`src/rtl/lut_pkg.sv`:
```
package lut_pkg;

    localparam int NUM_PORTS  = 5;
    localparam int PRIO_W     = 2;
    localparam int MAC_W      = 48;
    localparam int LO_W       = 32;
    localparam int MACHI_W    = MAC_W - LO_W;
    localparam int REG_W      = 32;
    localparam int ADDR_FLD_W = 8;

    // command word bit positions
    localparam int B_LOOKUP  = 16;
    localparam int B_WRITE   = 17;
    localparam int B_CLEAR   = 18;
    localparam int B_READ    = 19;
    localparam int B_WAIT    = 20;
    localparam int B_DELPORT = 21;
    localparam int B_BUSY    = 31;

    localparam logic [2:0] SEL_CTRL  = 3'd0;
    localparam logic [2:0] SEL_LO    = 3'd1;
    localparam logic [2:0] SEL_HI    = 3'd2;
    localparam logic [2:0] SEL_LCNT  = 3'd3;
    localparam logic [2:0] SEL_TABLE = 3'd4;

    localparam logic [1:0] LC_HOLD = 2'd0;
    localparam logic [1:0] LC_INC  = 2'd1;
    localparam logic [1:0] LC_DEC  = 2'd2;
    localparam logic [1:0] LC_ZERO = 2'd3;

    typedef enum logic [2:0] {
        OP_NONE,
        OP_LOOKUP,
        OP_WRITE,
        OP_CLEAR,
        OP_READ,
        OP_DELPORT,
        OP_WIPE
    } op_e;

    // high data register image (valid is the top bit)
    typedef struct packed {
        logic                 valid;
        logic                 stat;
        logic [PRIO_W-1:0]    prio;
        logic [NUM_PORTS-1:0] pmask;
        logic [MACHI_W-1:0]   mac_hi;
    } hi_t;

    // stored table entry
    typedef struct packed {
        logic                 valid;
        logic                 stat;
        logic [PRIO_W-1:0]    prio;
        logic [NUM_PORTS-1:0] pmask;
        logic [MAC_W-1:0]     mac;
    } entry_t;

    localparam int HI_W = $bits(hi_t);

    function automatic hi_t entry_to_hi(entry_t e);
        hi_t h;
        h.valid  = e.valid;
        h.stat   = e.stat;
        h.prio   = e.prio;
        h.pmask  = e.pmask;
        h.mac_hi = e.mac[MAC_W-1:LO_W];
        return h;
    endfunction

    function automatic entry_t regs_to_entry(logic [LO_W-1:0] lo, hi_t h);
        entry_t e;
        e.valid = h.valid;
        e.stat  = h.stat;
        e.prio  = h.prio;
        e.pmask = h.pmask;
        e.mac   = {h.mac_hi, lo};
        return e;
    endfunction

    // fixed priority among command bits
    function automatic op_e decode_cmd(logic [REG_W-1:0] w);
        if (w[B_LOOKUP])  return OP_LOOKUP;
        if (w[B_WRITE])   return OP_WRITE;
        if (w[B_CLEAR])   return OP_CLEAR;
        if (w[B_READ])    return OP_READ;
        if (w[B_DELPORT]) return OP_DELPORT;
        return OP_NONE;
    endfunction

endpackage

```
`src/rtl/lut_hash.sv`:
```
module lut_hash
    import lut_pkg::*;
#(
    parameter int AW = 4
) (
    input  logic [MAC_W-1:0] mac,
    output logic [AW-1:0]    idx
);

    localparam int TOP_BYTE_LSB = MAC_W - 8;

    generate
        if (AW <= 8) begin : g_byte
            assign idx = mac[TOP_BYTE_LSB +: AW];
        end else begin : g_wide
            assign idx = mac[MAC_W-1 -: AW];
        end
    endgenerate

endmodule

```
`src/rtl/lut_store.sv`:
```
module lut_store
    import lut_pkg::*;
#(
    parameter int DEPTH = 16,
    parameter int AW    = $clog2(DEPTH)
) (
    input  logic          clk,
    input  logic          rst,
    input  logic [AW-1:0] rd_idx,
    output entry_t        rd_entry,
    input  logic          wr_en,
    input  logic [AW-1:0] wr_idx,
    input  entry_t        wr_entry
);

    entry_t mem [DEPTH];

    generate
        for (genvar g = 0; g < DEPTH; g++) begin : g_slot
            always_ff @(posedge clk) begin
                if (rst) begin
                    mem[g] <= '0;
                end else if (wr_en && (wr_idx == AW'(g))) begin
                    mem[g] <= wr_entry;
                end
            end
        end
    endgenerate

    assign rd_entry = mem[rd_idx];

endmodule

```
`src/rtl/lut_learn_cnt.sv`:
```
module lut_learn_cnt
    import lut_pkg::*;
#(
    parameter int MAXV = 16,
    parameter int CW   = $clog2(MAXV + 1)
) (
    input  logic          clk,
    input  logic          rst,
    input  logic          upd,
    input  logic [1:0]    mode,
    output logic [CW-1:0] cnt
);

    localparam logic [CW-1:0] TOP = CW'(MAXV);

    always_ff @(posedge clk) begin
        if (rst) begin
            cnt <= '0;
        end else if (upd) begin
            unique case (mode)
                LC_INC:  if (cnt != TOP) cnt <= cnt + 1'b1;
                LC_DEC:  if (cnt != '0)  cnt <= cnt - 1'b1;
                LC_ZERO: cnt <= '0;
                default: cnt <= cnt;
            endcase
        end
    end

endmodule

```
`src/rtl/lut_seq.sv`:
```
module lut_seq
    import lut_pkg::*;
#(
    parameter int DEPTH = 16,
    parameter int AW    = $clog2(DEPTH)
) (
    input  logic                  clk,
    input  logic                  rst,
    input  logic                  reg_we,
    input  logic [2:0]            reg_sel,
    input  logic [REG_W-1:0]      reg_wdata,
    input  logic [AW-1:0]         hash_idx,
    input  entry_t                rd_entry,
    output logic [AW-1:0]         rd_idx,
    output logic                  st_we,
    output entry_t                st_entry,
    output logic [MAC_W-1:0]      key_mac,
    output logic [LO_W-1:0]       lo_q,
    output hi_t                   hi_q,
    output logic [ADDR_FLD_W-1:0] addr_q,
    output logic                  busy_q,
    output logic                  wipe_q
);

    localparam logic [AW-1:0] LAST = AW'(DEPTH - 1);

    op_e                  op_q;
    logic [AW-1:0]        scan_q;
    logic [NUM_PORTS-1:0] bitmap_q;
    logic                 wait_q;
    logic                 hit;
    entry_t               scrub;
    hi_t                  miss_hi;
    op_e                  new_op;

    assign key_mac = {hi_q.mac_hi, lo_q};
    assign hit     = rd_entry.valid && (rd_entry.mac == key_mac);
    assign new_op  = decode_cmd(reg_wdata);

    // which slot the current operation touches
    always_comb begin
        unique case (op_q)
            OP_LOOKUP:          rd_idx = hash_idx;
            OP_DELPORT, OP_WIPE: rd_idx = scan_q;
            default:            rd_idx = addr_q[AW-1:0];
        endcase
    end

    always_comb begin
        miss_hi        = '0;
        miss_hi.pmask  = '1;
        miss_hi.mac_hi = hi_q.mac_hi;
    end

    // entry after removing the flushed ports
    always_comb begin
        scrub       = rd_entry;
        scrub.pmask = rd_entry.pmask & ~bitmap_q;
        if ((scrub.pmask == '0) && !scrub.stat) begin
            scrub = '0;
        end
    end

    always_comb begin
        st_we    = 1'b0;
        st_entry = '0;
        if (busy_q) begin
            unique case (op_q)
                OP_WRITE: begin
                    st_we    = 1'b1;
                    st_entry = regs_to_entry(lo_q, hi_q);
                end
                OP_CLEAR, OP_WIPE: st_we = 1'b1;
                OP_DELPORT: begin
                    st_we    = 1'b1;
                    st_entry = scrub;
                end
                default: st_we = 1'b0;
            endcase
        end
    end

    always_ff @(posedge clk) begin
        if (rst) begin
            busy_q   <= 1'b0;
            wipe_q   <= 1'b0;
            op_q     <= OP_NONE;
            scan_q   <= '0;
            bitmap_q <= '0;
            wait_q   <= 1'b0;
            lo_q     <= '0;
            hi_q     <= '0;
            addr_q   <= '0;
        end else if (busy_q) begin
            unique case (op_q)
                OP_LOOKUP: begin
                    addr_q <= ADDR_FLD_W'(hash_idx);
                    hi_q   <= hit ? entry_to_hi(rd_entry) : miss_hi;
                    busy_q <= 1'b0;
                end
                OP_READ: begin
                    hi_q <= entry_to_hi(rd_entry);
                    if (wait_q) begin
                        lo_q <= rd_entry.mac[LO_W-1:0];
                    end
                    busy_q <= 1'b0;
                end
                OP_DELPORT, OP_WIPE: begin
                    if (scan_q == LAST) begin
                        busy_q <= 1'b0;
                        wipe_q <= 1'b0;
                    end else begin
                        scan_q <= scan_q + 1'b1;
                    end
                end
                default: busy_q <= 1'b0;
            endcase
        end else if (reg_we) begin
            unique case (reg_sel)
                SEL_CTRL: begin
                    addr_q <= reg_wdata[ADDR_FLD_W-1:0];
                    if (new_op != OP_NONE) begin
                        busy_q   <= 1'b1;
                        op_q     <= new_op;
                        scan_q   <= '0;
                        bitmap_q <= reg_wdata[NUM_PORTS-1:0];
                        wait_q   <= reg_wdata[B_WAIT];
                    end
                end
                SEL_LO: lo_q <= reg_wdata;
                SEL_HI: hi_q <= reg_wdata[HI_W-1:0];
                SEL_TABLE: begin
                    if (reg_wdata[0]) begin
                        busy_q <= 1'b1;
                        wipe_q <= 1'b1;
                        op_q   <= OP_WIPE;
                        scan_q <= '0;
                    end
                end
                default: addr_q <= addr_q;
            endcase
        end
    end

endmodule

```
`src/rtl/lut_ctrl_top.sv`:
```
module lut_ctrl_top
    import lut_pkg::*;
#(
    parameter int DEPTH = 16,
    parameter int CNT_W = $clog2(DEPTH + 1)
) (
    input  logic             clk,
    input  logic             rst,
    input  logic             reg_we,
    input  logic [2:0]       reg_sel,
    input  logic [31:0]      reg_wdata,
    output logic [31:0]      ctrl_q,
    output logic [31:0]      data_lo_q,
    output logic [31:0]      data_hi_q,
    output logic [CNT_W-1:0] learn_cnt_q,
    output logic             wipe_q
);

    localparam int AW = $clog2(DEPTH);

    logic [AW-1:0]         hash_idx;
    logic [AW-1:0]         rd_idx;
    entry_t                rd_entry;
    logic                  st_we;
    entry_t                st_entry;
    logic [MAC_W-1:0]      key_mac;
    logic [LO_W-1:0]       lo_q;
    hi_t                   hi_q;
    logic [ADDR_FLD_W-1:0] addr_q;
    logic                  busy_q;

    lut_hash #(.AW(AW)) u_hash (
        .mac (key_mac),
        .idx (hash_idx)
    );

    lut_store #(.DEPTH(DEPTH), .AW(AW)) u_store (
        .clk      (clk),
        .rst      (rst),
        .rd_idx   (rd_idx),
        .rd_entry (rd_entry),
        .wr_en    (st_we),
        .wr_idx   (rd_idx),
        .wr_entry (st_entry)
    );

    lut_seq #(.DEPTH(DEPTH), .AW(AW)) u_seq (
        .clk       (clk),
        .rst       (rst),
        .reg_we    (reg_we),
        .reg_sel   (reg_sel),
        .reg_wdata (reg_wdata),
        .hash_idx  (hash_idx),
        .rd_entry  (rd_entry),
        .rd_idx    (rd_idx),
        .st_we     (st_we),
        .st_entry  (st_entry),
        .key_mac   (key_mac),
        .lo_q      (lo_q),
        .hi_q      (hi_q),
        .addr_q    (addr_q),
        .busy_q    (busy_q),
        .wipe_q    (wipe_q)
    );

    lut_learn_cnt #(.MAXV(DEPTH), .CW(CNT_W)) u_cnt (
        .clk  (clk),
        .rst  (rst),
        .upd  (reg_we && (reg_sel == SEL_LCNT)),
        .mode (reg_wdata[1:0]),
        .cnt  (learn_cnt_q)
    );

    assign ctrl_q    = {busy_q, {(REG_W - 1 - ADDR_FLD_W){1'b0}}, addr_q};
    assign data_lo_q = lo_q;
    assign data_hi_q = {{(REG_W - HI_W){1'b0}}, hi_q};

endmodule

```
`config.mk`:
```
export PLATFORM = sky130hd
export DESIGN_NAME = lut_ctrl_top
export DESIGN_NICKNAME = d
export VERILOG_FILES = /design/src/rtl/lut_pkg.sv /design/src/rtl/lut_hash.sv /design/src/rtl/lut_store.sv /design/src/rtl/lut_learn_cnt.sv /design/src/rtl/lut_seq.sv /design/src/rtl/lut_ctrl_top.sv
export SDC_FILE = /design/constraint.sdc
export NUM_CORES = 2
export LEC_CHECK = 0
export BUFFER_PORTS_ARGS = -buffer_cell sky130_fd_sc_hd__buf_2
export CAP_MARGIN = 20
export CELL_PAD_IN_SITES_DETAIL_PLACEMENT = 0
export CELL_PAD_IN_SITES_GLOBAL_PLACEMENT = 1
export CORE_ASPECT_RATIO = 0.8
export CORE_UTILIZATION = 30
export CTS_CLUSTER_SIZE = 28
export DETAILED_ROUTE_END_ITERATION = 7
export GPL_ROUTABILITY_DRIVEN = 0
export PLACE_DENSITY = 0.48
export SLEW_MARGIN = 25
export SYNTH_ARGS = -nofsm -noshare
export SYNTH_HDL_FRONTEND = slang
export SYNTH_SLANG_ARGS = --single-unit
```
`constraint.sdc`:
```
create_clock -name clk -period 14 [get_ports clk]
set_clock_uncertainty 0.1 [all_clocks]
set_input_delay 3.5 -clock clk [delete_from_list [all_inputs] [get_ports clk]]
set_output_delay 3.5 -clock clk [all_outputs]
set_load 0.03 [all_outputs]
```
# Word level (Yosys, flattened, before mapping)

Memories as Yosys holds them, arrays and structs flattened.
Index checks and enable logic that the tools add are counted.

Flip-flop bits (word level): 85
Memories kept: 1
Output and inout bits: 102
Bits in read-only memories: 0
Logic and storage cells: 264
Bits in writable memories: 912
Latch bits: 0
Input port bits: 38

Bitwise operators: 19
Shifts and indexed selects: 0
Div/mod/pow operators: 0
Reduce and logical (&&, ||, !) cells: 45
Eq/ne operators: 45
Add/subtract/negate cells: 3
Order comparisons: 0
Multipliers: 0
Multiplexer cells: 137

Memory list:

| memory      | words | width | rd ports | clocked after memory_dff | write ports | RTL line        | source |
|---|---|---|---|---|---|---|---|
| u_store.mem | 16    | 57    | 1        | 0                        | 16          | lut_store.sv:16 | `entry_t mem [DEPTH];` |

Operators by type and width:

| cell               | count |
|---|---|
| $mux 57            | 18 |
| $mux 32            | 5 |
| $pmux 57 s2        | 1 |
| $mux 25            | 4 |
| $mux 1             | 79 |
| $pmux 25 s2        | 1 |
| $eq 48x48->1       | 1 |
| $eq 4x4->1 const B | 9 |
| $mux 3             | 12 |
| $mux 8             | 4 |
| $mux 4             | 6 |
| $logic_and 1x1->1  | 19 |
| $eq 4x3->1 const B | 4 |
| $or 1x1->1         | 16 |
| $pmux 4 s2         | 2 |
| $reduce_and 4->1   | 4 |
| $pmux 5 s3         | 1 |
| $ne 2x2->1 const B | 7 |
| $reduce_bool 2->1  | 7 |
| $eq 3x2->1 const B | 4 |
| $eq 3x3->1 const B | 4 |
| $mux 5             | 2 |
| $reduce_and 5->1   | 2 |
| $reduce_bool 3->1  | 3 |
| other kinds (27)   | 34 |

# Depth between registers and ports, before layout

Depth after elaboration: 21
Gate-level depth with buffers: 19
Mapped depth without buffers: 12

# Modules after synthesis

Synthesis repeated with hierarchy kept, for this count alone.

Cell total of the unflattened synthesis: 3,253
Area total of the unflattened synthesis: 46,818.7 sq um

By module, submodules not included:

| module        | instances | area an instance (sq um) | seq. area each (sq um) | cells an instance |
|---|---|---|---|---|
| lut_store     | 1         | 40,767.8                 | 27,386.3               | 2,505 |
| lut_seq       | 1         | 5,410.2                  | 1,601.5                | 667 |
| lut_learn_cnt | 1         | 364.1                    | 100.1                  | 44 |
| lut_ctrl_top  | 1         | 246.5                    | 0.0                    | 33 |
| lut_hash      | 1         | 30.0                     | 0.0                    | 4 |

# Worst setup path after synthesis

Ideal clock, no wire load.

Kind: input to register
Start: input port rst
End: memory u_store.mem[0][0] (netlist bit) (enable)
Buffers on the path: 3
Cell stages on the path: 4
Slack: 7.907 ns
Required time: 13.487 ns
Arrival time: 5.580 ns
Setup time: 0.413 ns
Cell sequence: clkbuf_1 > clkbuf_1 > clkbuf_1 > a21o_1

RTL lines:

| item               | RTL line          | source |
|---|---|---|
| start: declaration | lut_ctrl_top.sv:8 | `input logic rst,` |
| end: declaration   | lut_store.sv:16   |  |

==> results by group <==
Pwr
  • Overall power: 7.12 mW
  • Max VDD drop: 0.0896 mV
  • P_sw: 1.87 mW
  • PD cells: 135 mW/mm^2
  • Sequential power share: 47.4%
  • Comb power frac: 9.3%
  • Internal power: 5.25 mW
  • Sw frac: 26.3%
  • Clk network pwr share: 43.3%
  • Pleak: 17.8 nW

Yosys
  • Synth Area in Compound Gates: 14.4%
  • Most common flop cell mapped by yosys: edfxtp_1
  • Share of the synthesized area in the top cell type: 58.9%
  • FFs w/ async S/R, synth: 0%
  • Mux cell area share after synthesis: 1.53%
  • Simple-gate share of the synthesized area: 16.3%
  • Sequential fraction of the synthesis area: 62.5%
  • Ys Warns: 0
  • Synth Register Bits: 997
  • Synth Area in XOR/XNOR: 0.694%
  • EDFF count, synth: 912
  • Post-synth cell types: 84
  • Synth area leader: edfxtp_1
  • Largest cells by area after synthesis: edfxtp_1 59%, nor2_1 8.4%, a211oi_1 3.7%, dfxtp_1 3.7%, nand2_1 2.4%
  • Largest family of logic cells by synthesized area: simple AND/OR/NAND/NOR gates
  • Cell Area, Synth: 0.0465 sq mm
  • Adder-Cell Fraction of Synth Area: 0.151%
  • Synth Area per Inst: 10.9 sq um
  • Post-synthesis cell count: 4253

Routing
  • Vias per cell: 5.76
  • DRC violations left: 0
  • Initial DRC count: 4411
  • Routed wire length: 218000 um
  • First-pass iteration count of the detailed router: 6
  • Drt wl/cell: 34.7 um
  • Final ANT Viol Nets: 0
  • Via Count: 36300

Worst setup path
  • R2R Path End: u_store.mem[6][26]$_SDFFCE_PN0P_
  • CP Class: flop to flop
  • Worst path arrival time: 8340 ps
  • Critical path data required time: 14470 ps
  • Worst R2R Start: u_seq.op_q[0]$_SDFFE_PP0P_
  • CP Launch Type: flop
  • Max stage delay cell, worst path: buf_4
  • Critical path endpoint category: flop
  • CP delay by family, top: buffers and inverters
  • Crit Path Max Fanout: 89
  • Max stage delay on crit path: 850 ps
  • Crit-path cells: xnor2_1 > a211oi_4 > buf_12 > nand2_8 > buf_4 > buf_4 > a211oi_1 > a211oi_1 > a311oi_1 > a21o_1 > o22ai_1 > o31a_1 > and2_2 > buf_4 > a22oi_1 > buf_4 > nor2_1
  • WP buf/inv: 5
  • CP most frequent cell: buf_4
  • R2R Setup Slk: 6130 ps
  • R2R depth: 17

Floorplan
  • Die ar.: 0.157 sq mm
  • Core ar.: 0.153 sq mm
  • Chip width: 442 um
  • Io pins: 140
  • # rows: 128
  • Effective utilization at floorplan: 30.4%
  • Die Span Y: 354 um

Min path
  • Startpoint of the lowest-slack hold path: u_seq.addr_q[4]$_SDFFE_PP0P_
  • Hold Path Depth: 2
  • Worst Hold End: u_seq.addr_q[4]$_SDFFE_PP0P_
  • HP Class: flop to flop

GRT
  • Total GRT Usage: 27.2%
  • First-pass GRT wire length: 298000 um
  • Antenna violations before repair: 13
  • Vias in the first global route: 33900
  • Maximum number of pins on one net before global-route repair: 95
  • Gr ovfl total: 0

Placement
  • Buffers on Ports: 109
  • Final HPWL DP: 116000 um

Clocking
  • Worst-path clk slew: 60 ps
  • H-tree levels: 3
  • CTS tree: yes
  • Clock latency on the worst-skew pair: 760 ps
  • Root Driver: clkbuf_16
  • Buffer levels on the longest clock path: 3
  • Number of buffers created by CTS: 114
  • Post-cts hold buffer count: 0
  • # resized after CTS: 0
  • Buffer count from post-CTS setup fixing: 0
  • CTS Sinks: 997

Status
  • Status: finished clean

Timing
  • Final Cycle Share: 56.2%
  • Fin crit period: 7870 ps
  • F_max: 127 MHz
  • Worst slew margin: 26.2%
  • Least-Margin Pin Slew: 1110 ps
  • Slew Viols, Final: 0
  • Final setup TNS: 0 ps
  • RSZ-0062 raised after global routing: false
  • Final setup viols: 0
  • Final Hold Fails: 0

Layout
  • Area growth, synth to finish: 13.5%
  • # fillers: 15200
  • Register area: 0.0291 sq mm
  • Fin nets: 4219
  • Multi-input logic area: 0.0159 sq mm
  • Proportion of layout cells with a drive suffix above 1: 12.2%

Job
  • Max_cap viols: 0
[metal layers]
| metal | share of wire, % | GRT usage (%) |
|---|---|---|
| met1 | 47 | 41.0 |
| met5 | 0.025 | 0 |
| met3 | 7.7 | 4.60 |
| met4 | 2.4 | 6.67 |
| met2 | 43 | 40.4 |
[cells in the mapped netlist (all sizes together) (16+ instances only)]
cell type     n
a211o        22
nor4         16
edfxtp      912
mux2i        70
nand2       301
nand4        17
a21oi       158
a22oi        64
dfxtp        85
buf         195
and3        126
xor2         23
a22o         34
clkbuf      250
nor2       1038
a32oi        18
nor3         43
a21o         35
o211ai       16
a311oi       76
a2bb2oi      18
a211oi      232
o21ai       142
nand3       175
[per-stage QoR]
stage | instance area [sq um] | hold WS, ps | setup slack (ps) | utilization [%] | std cells
floorplan | 46600 | 360 | 7910 | - | 4282
global placement | 49000 | 358 | 6060 | 32.0 | 6075
detailed placement | 49100 | 359 | 6270 | 32.0 | 6075
CTS | 52800 | 367 | 6230 | 34.5 | 6290
global route | 52800 | 384 | 5830 | 34.5 | 6290
finish | 52800 | 365 | 6130 | 34.5 | 6297
[power by group through the flow]
stage	clock network [mW]	logic (mW)	registers, mW
global placement	0	0.654	3.43
finish	3.09	0.661	3.37
detailed placement	0	0.653	3.44
global route	3.23	0.688	3.38
CTS	3.12	0.655	3.37
floorplan	0	0.361	3.43
[worst max-delay path by stage]
stage               depth (start not counted)                        from                                end
detailed placement                         16  u_seq.op_q[0]$_SDFFE_PP0P_  u_store.mem[10][26]$_SDFFCE_PN0P_
CTS                                        16  u_seq.op_q[0]$_SDFFE_PP0P_   u_store.mem[6][26]$_SDFFCE_PN0P_
global route                               17  u_seq.op_q[0]$_SDFFE_PP0P_   u_store.mem[0][26]$_SDFFCE_PN0P_
finish                                     17  u_seq.op_q[0]$_SDFFE_PP0P_   u_store.mem[6][26]$_SDFFCE_PN0P_
floorplan                                   4                         rst    u_store.mem[0][0]$_SDFFCE_PN0P_
global placement                           14  u_seq.op_q[0]$_SDFFE_PP0P_         u_seq.hi_q[3]$_SDFFE_PP0P_
[area by class of cell]
cell class / instances / share of cell area [%]
sequential: 997 / 55.1
multi-input combinational: 2825 / 30.2
clock buffer: 161 / 6.30
tap: 2015 / 4.77
timing repair buffer: 223 / 2.78
clock inverter: 54 / 0.789
inverter: 15 / 0.107
antenna: 7 / 0.0332
[logic make-up after synthesis]
logic type               count (synthesis)
XOR/XNOR                                36
multiplexers                            71
AO/OA/AOI/OAI                          911
flip-flops                             997
adder cells (fa/ha/maj)                  5
AND/OR/NAND/NOR                       1772
other                                    1
buffers and inverters                  460
[worst min-delay path, cell delays in order, from the launching register on]
cell     delay (ps)
dfxtp_1         300
nand3_1          60
a21oi_1          60
[registers in the layout, indices dropped and copies added, names as in the netlist, 3 cells and up]
signal and count:
u_cnt.cnt 5, u_seq.addr_q 8, u_seq.bitmap_q 5, u_seq.hi_q 25, u_seq.lo_q 32, u_seq.op_q 3
u_seq.scan_q 4, u_store.mem 912
[layout by cell type (no fill, tap or decap), types with 27 or more instances in the layout]
cell and count:
edfxtp_1 912, a22o_1 34, a21oi_1 158, clkinv_2 27, conb_1 30, nor3_1 39, nand2_1 278, and3_1 125
clkbuf_16 119, nor2_1 1035, nand3_1 173, a22oi_1 45, buf_4 107, a211oi_1 229, buf_2 108, a311oi_1 75
o21ai_0 141, mux2i_1 70, dfxtp_1 84
Note: power is estimated with default switching activity, not from simulation.
